[config.mk]
export PLATFORM = sky130hd
export DESIGN_NAME = ext_wake_intc
export DESIGN_NICKNAME = d
export VERILOG_FILES = /design/src/rtl/xwi_pkg.sv /design/src/rtl/xwi_sync.sv /design/src/rtl/xwi_bank.sv /design/src/rtl/ext_wake_intc.sv
export SDC_FILE = /design/constraint.sdc
export NUM_CORES = 1
export LEC_CHECK = 0
export BUFFER_PORTS_ARGS = -buffer_cell sky130_fd_sc_hd__buf_4
export CAP_MARGIN = 20
export CORE_MARGIN = 2
export CORE_UTILIZATION = 54
export CTS_CLUSTER_DIAMETER = 80
export DETAILED_ROUTE_END_ITERATION = 8
export PLACE_DENSITY = 0.77
export SYNTH_ARGS = -nofsm -noshare
export SYNTH_HDL_FRONTEND = slang
export SYNTH_SLANG_ARGS = --single-unit
[constraint.sdc]
create_clock -name clk -period 1.43 [get_ports clk]
set_clock_uncertainty 0.05 [all_clocks]
set_input_delay 0.143 -clock clk [delete_from_list [all_inputs] [get_ports clk]]
set_output_delay 0.143 -clock clk [all_outputs]
set_load 0.01 [all_outputs]
[src/rtl/xwi_pkg.sv]
// Shared types and the trigger evaluation function for the external
// wakeup interrupt controller. Assumes a 3-bit selector per line.
package xwi_pkg;

    localparam int SEL_W = 3;

    typedef enum logic [SEL_W-1:0] {
        TRIG_LOW  = 3'b000,
        TRIG_HIGH = 3'b001,
        TRIG_FALL = 3'b010,
        TRIG_RISE = 3'b011,
        TRIG_BOTH = 3'b100
    } trig_e;

    typedef enum logic [1:0] {
        KIND_CTRL = 2'd0,
        KIND_MASK = 2'd1,
        KIND_PEND = 2'd2,
        KIND_NONE = 2'd3
    } reg_kind_e;

    // Decide whether a line's trigger condition holds this cycle.
    function automatic logic trig_hit(logic [SEL_W-1:0] sel, logic cur, logic prev);
        logic hit;
        if (sel[2]) begin
            hit = cur ^ prev;
        end else begin
            case (sel[1:0])
                2'b00:   hit = ~cur;
                2'b01:   hit = cur;
                2'b10:   hit = prev & ~cur;
                default: hit = cur & ~prev;
            endcase
        end
        return hit;
    endfunction

endpackage

[src/rtl/xwi_sync.sv]
// Two-flop synchronizer with one extra stage that holds the previous
// synchronized value for edge detection. Assumes pins are fully async.
module xwi_sync #(
    parameter int WIDTH = 32
) (
    input  logic             clk,
    input  logic             rst_n,
    input  logic [WIDTH-1:0] pins_i,
    output logic [WIDTH-1:0] sync_o,
    output logic [WIDTH-1:0] prev_o
);

    logic [WIDTH-1:0] meta_q;
    logic [WIDTH-1:0] sync_q;
    logic [WIDTH-1:0] prev_q;

    // Shift pins through metastability, sync and history stages.
    always_ff @(posedge clk) begin
        if (!rst_n) begin
            meta_q <= '0;
            sync_q <= '0;
            prev_q <= '0;
        end else begin
            meta_q <= pins_i;
            sync_q <= meta_q;
            prev_q <= sync_q;
        end
    end

    assign sync_o = sync_q;
    assign prev_o = prev_q;

endmodule

[src/rtl/xwi_bank.sv]
// One bank of lines: trigger selectors, mask and pending registers.
// Assumes synchronized inputs and write strobes decoded by the parent.
// A hardware set beats a software clear in the same cycle.
module xwi_bank
    import xwi_pkg::*;
#(
    parameter int LINES  = 8,
    parameter int STRIDE = 4
) (
    input  logic                    clk,
    input  logic                    rst_n,
    input  logic [LINES-1:0]        sync_i,
    input  logic [LINES-1:0]        prev_i,
    input  logic                    ctrl_we_i,
    input  logic                    mask_we_i,
    input  logic                    pend_we_i,
    input  logic [LINES*STRIDE-1:0] wdata_i,
    output logic [LINES*STRIDE-1:0] ctrl_o,
    output logic [LINES-1:0]        mask_o,
    output logic [LINES-1:0]        pend_o
);

    localparam int PAD_W = STRIDE - SEL_W;

    logic [LINES-1:0] hit;
    logic [LINES-1:0] mask_q;
    logic [LINES-1:0] pend_q;
    logic [LINES-1:0] clr;

    for (genvar k = 0; k < LINES; k++) begin : g_line
        logic [SEL_W-1:0] sel_q;

        // Hold this line's trigger selector.
        always_ff @(posedge clk) begin
            if (!rst_n) begin
                sel_q <= '0;
            end else if (ctrl_we_i) begin
                sel_q <= wdata_i[k*STRIDE +: SEL_W];
            end
        end

        assign ctrl_o[k*STRIDE +: STRIDE] = {{PAD_W{1'b0}}, sel_q};
        assign hit[k] = trig_hit(sel_q, sync_i[k], prev_i[k]);
    end

    // Mask register, all lines blocked after reset.
    always_ff @(posedge clk) begin
        if (!rst_n) begin
            mask_q <= '1;
        end else if (mask_we_i) begin
            mask_q <= wdata_i[LINES-1:0];
        end
    end

    // Select the pending bits a write-one-to-clear access targets.
    always_comb begin
        clr = pend_we_i ? wdata_i[LINES-1:0] : '0;
    end

    // Pending flags: clear on write one, set by trigger, set wins.
    always_ff @(posedge clk) begin
        if (!rst_n) begin
            pend_q <= '0;
        end else begin
            pend_q <= (pend_q & ~clr) | hit;
        end
    end

    assign mask_o = mask_q;
    assign pend_o = pend_q;

endmodule

[src/rtl/ext_wake_intc.sv]
// External wakeup interrupt controller top. Synchronizes the pins,
// instantiates one bank per group of lines, decodes the register bus
// and forms dedicated and shared interrupt outputs.
// Assumes a single clock domain for the register bus.
module ext_wake_intc
    import xwi_pkg::*;
#(
    parameter int NUM_BANKS    = 4,
    parameter int BANK_LINES   = 8,
    parameter int FIELD_STRIDE = 4,
    parameter int DIRECT_LINES = 16,
    localparam int NUM_LINES   = NUM_BANKS * BANK_LINES,
    localparam int BANK_W      = $clog2(NUM_BANKS),
    localparam int ADDR_W      = BANK_W + 2,
    localparam int DATA_W      = BANK_LINES * FIELD_STRIDE
) (
    input  logic                    clk,
    input  logic                    rst_n,
    input  logic [NUM_LINES-1:0]    pins_i,
    input  logic [ADDR_W-1:0]       reg_addr_i,
    input  logic                    reg_we_i,
    input  logic [DATA_W-1:0]       reg_wdata_i,
    output logic [DATA_W-1:0]       reg_rdata_o,
    output logic [DIRECT_LINES-1:0] irq_line_o,
    output logic                    irq_shared_o
);

    localparam int SHARED_LINES = NUM_LINES - DIRECT_LINES;

    logic [NUM_LINES-1:0] sync_all;
    logic [NUM_LINES-1:0] prev_all;
    logic [NUM_LINES-1:0] pend_all;
    logic [NUM_LINES-1:0] mask_all;
    logic [NUM_LINES-1:0] active;
    logic [DATA_W-1:0]    ctrl_rd [NUM_BANKS];
    reg_kind_e            kind;
    logic [BANK_W-1:0]    bank_sel;

    assign kind     = reg_kind_e'(reg_addr_i[ADDR_W-1 -: 2]);
    assign bank_sel = reg_addr_i[BANK_W-1:0];

    xwi_sync #(.WIDTH(NUM_LINES)) u_sync (
        .clk    (clk),
        .rst_n  (rst_n),
        .pins_i (pins_i),
        .sync_o (sync_all),
        .prev_o (prev_all)
    );

    for (genvar b = 0; b < NUM_BANKS; b++) begin : g_bank
        logic sel_here;
        assign sel_here = reg_we_i && (bank_sel == BANK_W'(b));

        xwi_bank #(.LINES(BANK_LINES), .STRIDE(FIELD_STRIDE)) u_bank (
            .clk       (clk),
            .rst_n     (rst_n),
            .sync_i    (sync_all[b*BANK_LINES +: BANK_LINES]),
            .prev_i    (prev_all[b*BANK_LINES +: BANK_LINES]),
            .ctrl_we_i (sel_here && (kind == KIND_CTRL)),
            .mask_we_i (sel_here && (kind == KIND_MASK)),
            .pend_we_i (sel_here && (kind == KIND_PEND)),
            .wdata_i   (reg_wdata_i),
            .ctrl_o    (ctrl_rd[b]),
            .mask_o    (mask_all[b*BANK_LINES +: BANK_LINES]),
            .pend_o    (pend_all[b*BANK_LINES +: BANK_LINES])
        );
    end

    // Return the addressed register, zero-extended for narrow ones.
    always_comb begin
        reg_rdata_o = '0;
        case (kind)
            KIND_CTRL: reg_rdata_o = ctrl_rd[bank_sel];
            KIND_MASK: reg_rdata_o[BANK_LINES-1:0] = mask_all[bank_sel*BANK_LINES +: BANK_LINES];
            KIND_PEND: reg_rdata_o[BANK_LINES-1:0] = pend_all[bank_sel*BANK_LINES +: BANK_LINES];
            default:   reg_rdata_o = '0;
        endcase
    end

    assign active       = pend_all & ~mask_all;
    assign irq_line_o   = active[DIRECT_LINES-1:0];
    assign irq_shared_o = |active[NUM_LINES-1 -: SHARED_LINES];

endmodule

==> metrics.yaml <==
synth:
  ys_seq_area_share_pct: 41.41
  ys_types: 41
  syn_inst: 1352
  yosysMostFrequentCell: "nand2_1"
  synth_top_area_share_pct: 41.41
  synthArstFlopShare_pct: 0
  ys_ff_latch: 256
  syn_area_um2: 12380
  synth_edf_count: 0
  synth.avg_cell_area_um2: 9.154
  synthTopCellsByArea: "dfxtp_1 (41%), nand2_1 (8.2%), ha_1 (6.9%)"
  synth_warnings: 0
  synth_top_area_cell: "dfxtp_1"
  synth_flop_cell: "dfxtp_1"
  synth_common_cells: "nand2_1 (269), dfxtp_1 (256), and2_1 (114)"
routing:
  wire_per_inst_um: 18.95
  drtPass1Iterations: 6
  drt-total-wl_um: 37570
  drt-initial-drc-count: 1299
  drc: 0
  vias: 11240
  final_antenna_net_count: 0
  viasPerCell: 5.670
final_layout:
  seqCellArea_um2: 5313
  multi_input_area_um2: 6731
  post-route-util_pct: 75.10
  final_cells: 1983
  nNetsFinal: 1819
  drive_above_1_share_pct: 33.63
  antennaDiodeCount: 0
  nFillCells: 1505
  area_delta_synth_final_pct: 36.97
clock_network:
  cts_root_buf: "clkbuf_16"
  htreeDepth: 1
  path_clk_slew_ns: 0.07
  clk_latency_ns: 0.54
  cts_tree: "built"
  clock-sinks: 256
  cts_buffers: 27
  cts_buffer_depth: 3
setup_path:
  cp_max_fo: 2
  r2r_start: "u_sync.sync_o[21]"
  r2r_setup_slack_ns: 0
  arrival_ns: 1.82
  r2r_cells: 6
  worstReg2RegEnd: "g_bank[2].u_bank.pend_o[5]"
  cp-end-kind: "output pin"
  required_ns: 1.24
  startpoint_type: "register"
  criticalPathCategory: "register to output pin"
  startpoint: "g_bank[3].u_bank.pend_o[2]"
run_status:
  violations: "negative setup slack"
  status: "finished with violations"
global_route:
  grt_pass1_wl_um: 57880
  antenna_found_initial: 0
  overflow: 0
  first_global_vias: 11090
  grt_start_max_net_pins: 56
  grt_util_all_layers_pct: 30.11
power_and_ir_drop:
  leakage_nw: 6.946
  max-vdd-ir-drop_uv: 810.1
  p_per_area_nw_per_um2: 978.4
  total_power_mw: 16.58
timing:
  setup_ws_ns: -0.5849
  setup_violations: 29
  fmax_mhz: 496.3
  finalSetupTns_ns: -10.85
  finalCritPeriodShare_pct: 140.9
  rsz0062_at_grt: "true"
  final_hold_viol_count: 0
  finalMaxSlewViolations: 0
  fin_crit_ns: 2.015
die:
  initial_core_util_pct: 54.83
  dieWidth_um: 155.4
  io_pins: 120
  row_count: 55
  die_y_um: 155.4
  die_area_um2: 24140
  coreArea_um2: 22570
placed_design:
  dp_hpwl_um: 24030
  dp_slack_ns: -0.3409
  placed_cells: 1790
  portBuffers: 107
  place_congestion: 0.9354
min_path:
  min_delay_path_depth: 5
  min_to: "g_bank[0].u_bank.mask_o[1]"
  hp-start: "reg_we_i"
  hold_path_class: "primary input to register"
job:
  max_cap_viol_count: 0
-- area by class of cell --
class	count	area share, %
clock buffers	36	4.480
clock inverters	11	0.8119
inverters	88	1.949
multi-input cells	934	39.71
flip-flops and latches	256	31.34
well taps	285	2.104
repair buffers	373	19.60
-- per-stage QoR --
stage | hold slack [ns] | cell area, um2
global placement | 0.2993 | 14280
floorplan | 0.2170 | 12420
finish | 0.07715 | 16950
global route | 0.09920 | 16950
CTS | 0.06732 | 16760
detailed placement | 0.3033 | 14280
-- flip-flops by register name (all words and copies together), names as in the netlist --
signal                      count
u_sync.sync_o                  32
g_bank.u_bank.g_line.sel_q     96
u_sync.meta_q                  32
g_bank.u_bank.mask_o           32
u_sync.prev_o                  32
g_bank.u_bank.pend_o           32
-- cell families (layout without fill, tap and decap cells) --
| group | Yosys count | count (layout) | synth area share (%) |
|---|---|---|---|
| compound gates | 255 | 255 | 15.44 |
| fa+ha+maj | 68 | 68 | 6.875 |
| buf+inv | 167 | 508 | 6.137 |
| flops | 256 | 256 | 41.41 |
| mux | 68 | 68 | 8.634 |
| other cells | 1 | 6 | 0.03030 |
| simple gates | 537 | 537 | 21.47 |
-- cell usage in the layout, fill, tap and decap left out, drive strengths merged, types with 35 or more instances in the layout --
master         n
dlygate4sd3   71
clkbuf        36
nor2b         51
inv           88
nand2b        35
ha            68
and2         115
dfxtp        256
mux2i         37
nand2        272
buf          302
a21boi       120
-- worst max-delay path, stage by stage, from the launching register on --
cell and delay (ns):
dfxtp_1 0.34, mux4_2 0.50, mux2i_4 0.20, o22ai_2 0.09
buf_4 0.16
-- where the power goes --
group / switching (mW) / internal [mW] / leakage [nW] / total [mW]
clock network: 2.90 / 4.25 / 0.436 / 7.15
registers: 0.169 / 7.36 / 2.14 / 7.53
logic: 0.907 / 1.00 / 4.37 / 1.91
-- worst max path at each step --
stage / end / slack, ns / cells after the start
floorplan: reg_rdata_o[2] / 0.0007 / 7
global placement: reg_rdata_o[2] / -0.29 / 8
detailed placement: g_bank[0].u_bank.pend_o[4] / -0.34 / 9
CTS: reg_rdata_o[2] / -0.58 / 4
global route: reg_rdata_o[2] / -0.61 / 4
finish: reg_rdata_o[2] / -0.58 / 4
-- metal layers --
| metal | GRT usage, % | routed length (um) |
|---|---|---|
| met5 | 0 | 0 |
| met3 | 4.763 | 3253 |
| met1 | 39.70 | 15170 |
| met4 | 11.66 | 1183 |
| met2 | 49.85 | 17960 |
-- what timing repair did --
action,CTS,global route
pin swaps,20,11
gates resized for setup,178,50
hold buffers,71,0
setup buffers,67,9
endpoints found under the setup margin,40,53
cloned,0,0
endpoints found under the hold margin,173,0
Note: power is estimated with default switching activity, not from simulation.
